**src/rtl/iopm_pkg.sv**
```systemverilog
package iopm_pkg;

  localparam int SIZE_LSB = 4;
  localparam int SIZE_W   = 3;
  localparam int WIN_W    = 16;

  typedef enum logic [1:0] {
    F_IDLE = 2'd0,
    F_LO   = 2'd1,
    F_HI   = 2'd2,
    F_CAP  = 2'd3
  } fetch_st_e;

  // access size field of the descriptor (bits [6:4])
  function automatic logic [SIZE_W-1:0] acc_size(input logic [6:0] d_lo);
    return d_lo[SIZE_LSB +: SIZE_W];
  endfunction

  // covered-port mask, placed at the port's bit offset within the window
  function automatic logic [WIN_W-1:0] win_mask(input logic [SIZE_W-1:0] sz,
                                                 input logic [2:0] off);
    logic [WIN_W-1:0] base_m;
    base_m = (WIN_W'(1) << sz) - WIN_W'(1);
    return base_m << off;
  endfunction

endpackage

```
**src/rtl/iopm_mask_hit.sv**
```systemverilog
module iopm_mask_hit
  import iopm_pkg::*;
(
  input  logic [6:0]       desc_lo,
  input  logic [2:0]       bit_off,
  input  logic [WIN_W-1:0] window,
  output logic             hit
);

  logic [WIN_W-1:0] mask;
  logic [WIN_W-1:0] hit_bits;

  assign mask = win_mask(acc_size(desc_lo), bit_off);

  for (genvar i = 0; i < WIN_W; i++) begin : g_bit
    assign hit_bits[i] = mask[i] & window[i];
  end

  assign hit = |hit_bits;

endmodule

```
**src/rtl/iopm_fetch.sv**
```systemverilog
module iopm_fetch
  import iopm_pkg::*;
#(
  parameter int ADDR_W = 32
) (
  input  logic              clk,
  input  logic              rst_n,
  input  logic              start,
  input  logic [ADDR_W-1:0] start_addr,
  output logic              mem_rd,
  output logic [ADDR_W-1:0] mem_addr,
  input  logic [7:0]        mem_rdata,
  output logic              win_valid,
  output logic [WIN_W-1:0]  window
);

  fetch_st_e         st_q;
  logic [ADDR_W-1:0] addr_q;
  logic [7:0]        lo_q;

  always_ff @(posedge clk) begin
    if (!rst_n) begin
      st_q   <= F_IDLE;
      addr_q <= '0;
      lo_q   <= '0;
    end else begin
      unique case (st_q)
        F_IDLE: if (start) begin
          st_q   <= F_LO;
          addr_q <= start_addr;
        end
        F_LO:  st_q <= F_HI;
        F_HI: begin
          lo_q <= mem_rdata;
          st_q <= F_CAP;
        end
        F_CAP: st_q <= F_IDLE;
        default: st_q <= F_IDLE;
      endcase
    end
  end

  always_comb begin
    mem_rd   = (st_q == F_LO) || (st_q == F_HI);
    mem_addr = (st_q == F_HI) ? addr_q + ADDR_W'(1) : addr_q;
  end

  assign win_valid = (st_q == F_CAP);
  assign window    = {mem_rdata, lo_q};

endmodule

```
**src/rtl/iopm_check.sv**
```systemverilog
module iopm_check
  import iopm_pkg::*;
#(
  parameter int PORT_W = 16,
  parameter int DESC_W = 32,
  parameter int PC_W   = 32,
  parameter int LEN_W  = 4,
  parameter int ADDR_W = 32
) (
  input  logic              clk,
  input  logic              rst_n,
  input  logic              req_valid,
  output logic              req_ready,
  input  logic              io_en,
  input  logic [PORT_W-1:0] port,
  input  logic [DESC_W-1:0] desc,
  input  logic [PC_W-1:0]   cur_pc,
  input  logic [LEN_W-1:0]  insn_len,
  input  logic [ADDR_W-1:0] bmp_base,
  output logic              mem_rd,
  output logic [ADDR_W-1:0] mem_addr,
  input  logic [7:0]        mem_rdata,
  output logic              done,
  output logic              exit_req,
  output logic [DESC_W-1:0] exit_info,
  output logic [PC_W-1:0]   exit_next_pc
);

  localparam int BYTE_IDX_W = PORT_W - 3;
  localparam int INFO_SHIFT = 16;

  logic              busy_q;
  logic              accept;
  logic              fetch_go;
  logic [ADDR_W-1:0] fetch_addr;
  logic              win_valid;
  logic [WIN_W-1:0]  window;
  logic              hit;
  logic [PORT_W-1:0] port_q;
  logic [DESC_W-1:0] desc_q;
  logic [DESC_W-1:0] info_q;
  logic [PC_W-1:0]   npc_q;
  logic [DESC_W-1:0] info_now;
  logic [PC_W-1:0]   npc_now;

  assign req_ready  = !busy_q;
  assign accept     = req_valid && req_ready;
  assign fetch_go   = accept && io_en;
  assign fetch_addr = bmp_base + ADDR_W'(port[PORT_W-1 -: BYTE_IDX_W]);
  assign info_now   = desc | (DESC_W'(port) << INFO_SHIFT);
  assign npc_now    = cur_pc + PC_W'(insn_len);

  iopm_fetch #(.ADDR_W(ADDR_W)) fetch_i (
    .clk        (clk),
    .rst_n      (rst_n),
    .start      (fetch_go),
    .start_addr (fetch_addr),
    .mem_rd     (mem_rd),
    .mem_addr   (mem_addr),
    .mem_rdata  (mem_rdata),
    .win_valid  (win_valid),
    .window     (window)
  );

  iopm_mask_hit mask_i (
    .desc_lo (desc_q[6:0]),
    .bit_off (port_q[2:0]),
    .window  (window),
    .hit     (hit)
  );

  always_ff @(posedge clk) begin
    if (!rst_n) begin
      busy_q       <= 1'b0;
      done         <= 1'b0;
      exit_req     <= 1'b0;
      exit_info    <= '0;
      exit_next_pc <= '0;
      port_q       <= '0;
      desc_q       <= '0;
      info_q       <= '0;
      npc_q        <= '0;
    end else begin
      done     <= 1'b0;
      exit_req <= 1'b0;
      if (accept) begin
        port_q <= port;
        desc_q <= desc;
        info_q <= info_now;
        npc_q  <= npc_now;
        if (io_en) begin
          busy_q <= 1'b1;
        end else begin
          done         <= 1'b1;
          exit_info    <= info_now;
          exit_next_pc <= npc_now;
        end
      end
      if (win_valid) begin
        busy_q       <= 1'b0;
        done         <= 1'b1;
        exit_req     <= hit;
        exit_info    <= info_q;
        exit_next_pc <= npc_q;
      end
    end
  end

endmodule

```
**config.mk**
```make
export PLATFORM = sky130hd
export DESIGN_NAME = iopm_check
export DESIGN_NICKNAME = d
export VERILOG_FILES = /design/src/rtl/iopm_pkg.sv /design/src/rtl/iopm_mask_hit.sv /design/src/rtl/iopm_fetch.sv /design/src/rtl/iopm_check.sv
export SDC_FILE = /design/constraint.sdc
export NUM_CORES = 1
export LEC_CHECK = 0
export ABC_CLOCK_PERIOD_IN_PS = 6550
export BUFFER_PORTS_ARGS = -buffer_cell sky130_fd_sc_hd__buf_4
export CORE_MARGIN = 4
export CORE_UTILIZATION = 25
export CTS_BUF_LIST = sky130_fd_sc_hd__clkbuf_2 sky130_fd_sc_hd__clkbuf_4 sky130_fd_sc_hd__clkbuf_8
export DETAILED_ROUTE_END_ITERATION = 8
export SLEW_MARGIN = 20
export SYNTH_ARGS = -nofsm -noshare
export SYNTH_HDL_FRONTEND = slang
export SYNTH_SLANG_ARGS = --single-unit
```
**constraint.sdc**
```tcl
create_clock -name clk -period 6.55 [get_ports clk]
set_clock_uncertainty 0.2 [all_clocks]
set_input_delay 1.31 -clock clk [delete_from_list [all_inputs] [get_ports clk]]
set_output_delay 1.31 -clock clk [all_outputs]
set_load 0.03 [all_outputs]
```
==> run_results.csv <==
group,metric,value,unit
sta,slew_headroom,35.2,%
worst_setup_path,worst_ep_arrival_time,3.39,ns
synth,synth_area,9440,um^2
placement,io_buffers,227,
synth,netlist_instances,1219,
worst_setup_path,cp_max_fo,14,
clocking,cts_post_setup_buffers_inserted,0,
sta,final_max_slew_viol_count,0,
global_routing,grt_start_max_net_pins,83,
floorplanning,placement_rows,70,
sta,setup_slack,1.65,ns
clocking,cts.sink_count,176,
global_routing,global_route.usage.met2,24.5,%
worst_setup_path,timing.critical_path.from_type,"flop",
global_routing,grt.overflow.total,0,
synth,fraction_of_the_mapped_netlist_area_in_adder_cells,3.68,%
placement,hpwl,23000,um
layout,fin_area,12000,um^2
synth,syn-num-nets,1372,
pwr,pwr_density_cell,254,nW/um^2
floorplanning,fp.dieArea,40900,um^2
layout,synthToLayoutAreaGrowth,26.9,%
placement,postPlaceCellArea,11600,um^2
routing,ant_nets,0,
clocking,cts_buffers,17,
synth,synth_flop_cell,"dfxtp_1",
synth,yosysWarnings,0,
pwr,total_leakage_power,4.75,nW
synth,syn-mean-instance-area,7.75,um^2
synth,xor_xnor_fraction_of_synth_area,6.77,%
worst_setup_path,crit_family,"simple AND/OR/NAND/NOR gates",
floorplanning,die_x,202,um
routing,post_drt_via_cell_ratio,4.92,
sta,timing_hold_violations_final,0,
synth,post_synthesis_compound_gate_area_fraction,23.8,%
hold_path,worst_hold_path_type,"reg -> reg",
synth,synth_async_sr_flop_share,0,%
clocking,insertion_delay,0.48,ns
synth,dominant_combinational_cell_family_by_area_after_synthesis,"compound AO/OA/AOI/OAI gates",
global_routing,antenna_violations_before_repair,0,
floorplanning,pin_count,228,
layout,post_route_cells_drive_above_1_share,21.3,%
sta,setup-tns-final,0,ns
placement,place_congestion,0.850,
sta,max_slew.worst_pin.slew,0.973,ns
sta,layout_min_cycle_time,4.90,ns
layout,nFillCells,3973,
clocking,cts_max_level,4,
routing,route.detailed.wl_per_inst,16.4,um
routing,dr.first_iter.drc_count,558,
synth,postSynthRegisterBits,176,
layout,final_nets,1550,
outcome,outcome,"finished, final reports clean",
sta,final_worst_path_period_share,74.9,%
worst_setup_path,critical_path.max_stage_delay,0.64,ns
routing,drc,0,
run,drv_cap,0,
clocking,clockRootBuffer,"clkbuf_8",
synth,synth.yosys.seq_area_share,37.3,%
synth,ys_types,80,
sta,clock.fmax,0.204,GHz
sta,finalSetupViolCount,0,
synth,synth_simple_gate_area_share,22.6,%
synth,synthMuxAreaShare,1.71,%
placement,place_inst,1882,
clocking,clock_tree.buffer_depth,2,
routing,first_pass_iters,5,
worst_setup_path,crit_required,5.04,ns
global_routing,grt_first_pass_wirelength,49400,um
synth,count_of_flip_flops_with_a_built_in_enable_after_synthesis,0,
worst_setup_path,end_kind,"primary output",
layout,finish.cell_count_without_fillers,1914,
global_routing,grt_usage,14.9,%
routing,vias,9421,
worst_setup_path,timing.critical_path.slowest_stage_cell,"ha_1",
floorplanning,start_util,25.5,%
worst_setup_path,worstPathBufferInverterCount,2,
clocking,hold_buffers,0,
worst_setup_path,setup.worst_path.class,"reg -> out",
placement,pre_cts_slack,2.12,ns
global_routing,gr_util_met3,3.77,%
sta,grt_setup_unrepaired,"false",
clocking,post_cts_resized,0,
global_routing,grt_pass1_vias,8820,
global_routing,met1_usage,19.6,%
routing,drt-total-wl,31400,um
floorplanning,core-area,37000,um^2
global_routing,busiest_layer_in_global_routing,"met2",
floorplanning,die_height,202,um
pwr,power.ir.vdd_worst,112,uV
worst_setup_path,critical_path.cell_chain,"inv_1, ha_1, nand2_1, or3_1, nor2_1, and3_1, nand3_1, xnor2_1, buf_4",
clocking,clk_pin_slew,0.11,ns
clocking,clock_tree_from_tritoncts,"yes",
layout,antennaDiodeCount,0,
worst_setup_path,regToRegSetupSlack,3.63,ns
logic make-up after synthesis:
group	count (synthesis)
AOI/OAI and AO/OA	359
muxes	16
and+or+nand+nor	468
buffers and inverters	100
xor gates and xnor gates	73
adders and majority gates	27
DFF	176
cell usage after synthesis, types with 5 or more instances:
cell type | number | area, um^2
xnor2_1 | 45 | 394
clkbuf_1 | 68 | 255
o21ai_1 | 7 | 35.0
dfxtp_1 | 176 | 3520
nand4_1 | 21 | 131
a21o_1 | 7 | 52.6
a211oi_1 | 59 | 443
a31oi_1 | 9 | 56.3
xor2_1 | 28 | 245
and3_1 | 21 | 131
nand2_1 | 172 | 646
or3_1 | 7 | 43.8
inv_1 | 22 | 82.6
a41oi_1 | 8 | 70.1
ha_1 | 23 | 288
and2_1 | 8 | 50.1
o21ai_0 | 63 | 315
and4_1 | 8 | 70.1
o221ai_1 | 6 | 52.6
mux2i_1 | 15 | 150
nor3_1 | 5 | 25.0
nand3_1 | 33 | 165
buf_2 | 5 | 25.0
nand2b_1 | 8 | 50.1
nor2_1 | 161 | 604
a21oi_1 | 147 | 736
worst register-to-register path, cell delays in order, from the launching register on:
cell and delay, ns:
dfxtp_1 0.36, nor2b_4 0.12, buf_4 0.50, and3_1 0.87, buf_4 0.37, o21ai_0 0.12
a311oi_1 0.30
final timing paths:
| check | from | endpoint | depth (start not counted) |
|---|---|---|---|
| worst min register to register | desc_q[3] | desc_q[3] | 2 |
| worst min-delay path | desc_q[3] | desc_q[3] | 2 |
| worst max register to register | busy_q | fetch_i.addr_q[26] | 6 |
| worst max-delay path | fetch_i.st_q[0] | mem_addr[30] | 9 |
cell usage in the layout, fill, tap and decap left out, types with 9 or more instances in the layout:
master,instances
xor2_1,28
and3_1,21
buf_4,236
a211oi_1,59
clkbuf_8,17
inv_1,22
a21oi_1,147
nand2_1,172
nor2_1,160
ha_1,22
nand3_1,33
nand4_1,21
xnor2_1,45
o21ai_0,63
mux2i_1,15
dfxtp_1,176
a31oi_1,9
area by class of cell:
class / count / area, um^2 / share of cell area, %
Timing Repair Buffer: 236 / 1770 / 14.8
Multi-Input combinational cell: 943 / 5560 / 46.4
Inverter: 23 / 88.8 / 0.741
Tap cell: 504 / 631 / 5.26
Sequential cell: 176 / 3520 / 29.4
Clock inverter: 14 / 165 / 1.38
Clock buffer: 18 / 241 / 2.02
registers in the layout, summed over array words and instances, names as in the netlist:
name / count
exit_info: 32
exit_req: 1
desc_q: 6
exit_next_pc: 32
fetch_i.addr_q: 32
busy_q: 1
npc_q: 32
info_q: 26
fetch_i.st_q: 2
fetch_i.lo_q: 8
port_q: 3
done: 1
per-layer routing:
layer  routed length [um]  vias to the layer above
li1                     -                     4689
met1                14300                     4460
met2                14800                      246
met3                 1800                       26
met4                  471                        0
met5                    0                        -
stage by stage:
step | hold WS (ns) | util [%] | power [mW]
3_3_place_gp | 0.240 | 31.3 | 2.26
6_report | 0.262 | 32.4 | 3.05
4_1_cts | 0.265 | 32.4 | 3.10
2_1_floorplan | 0.232 | - | 1.91
3_5_place_dp | 0.250 | 31.3 | 2.28
5_1_grt | 0.286 | 32.4 | 3.23
report_power, final:
group	internal, mW	switching [mW]
sequential	1.19	0.100
clock	0.326	0.473
combinational	0.363	0.591
total	1.88	1.16
No activity file was read; power rests on OpenSTA's default activity.
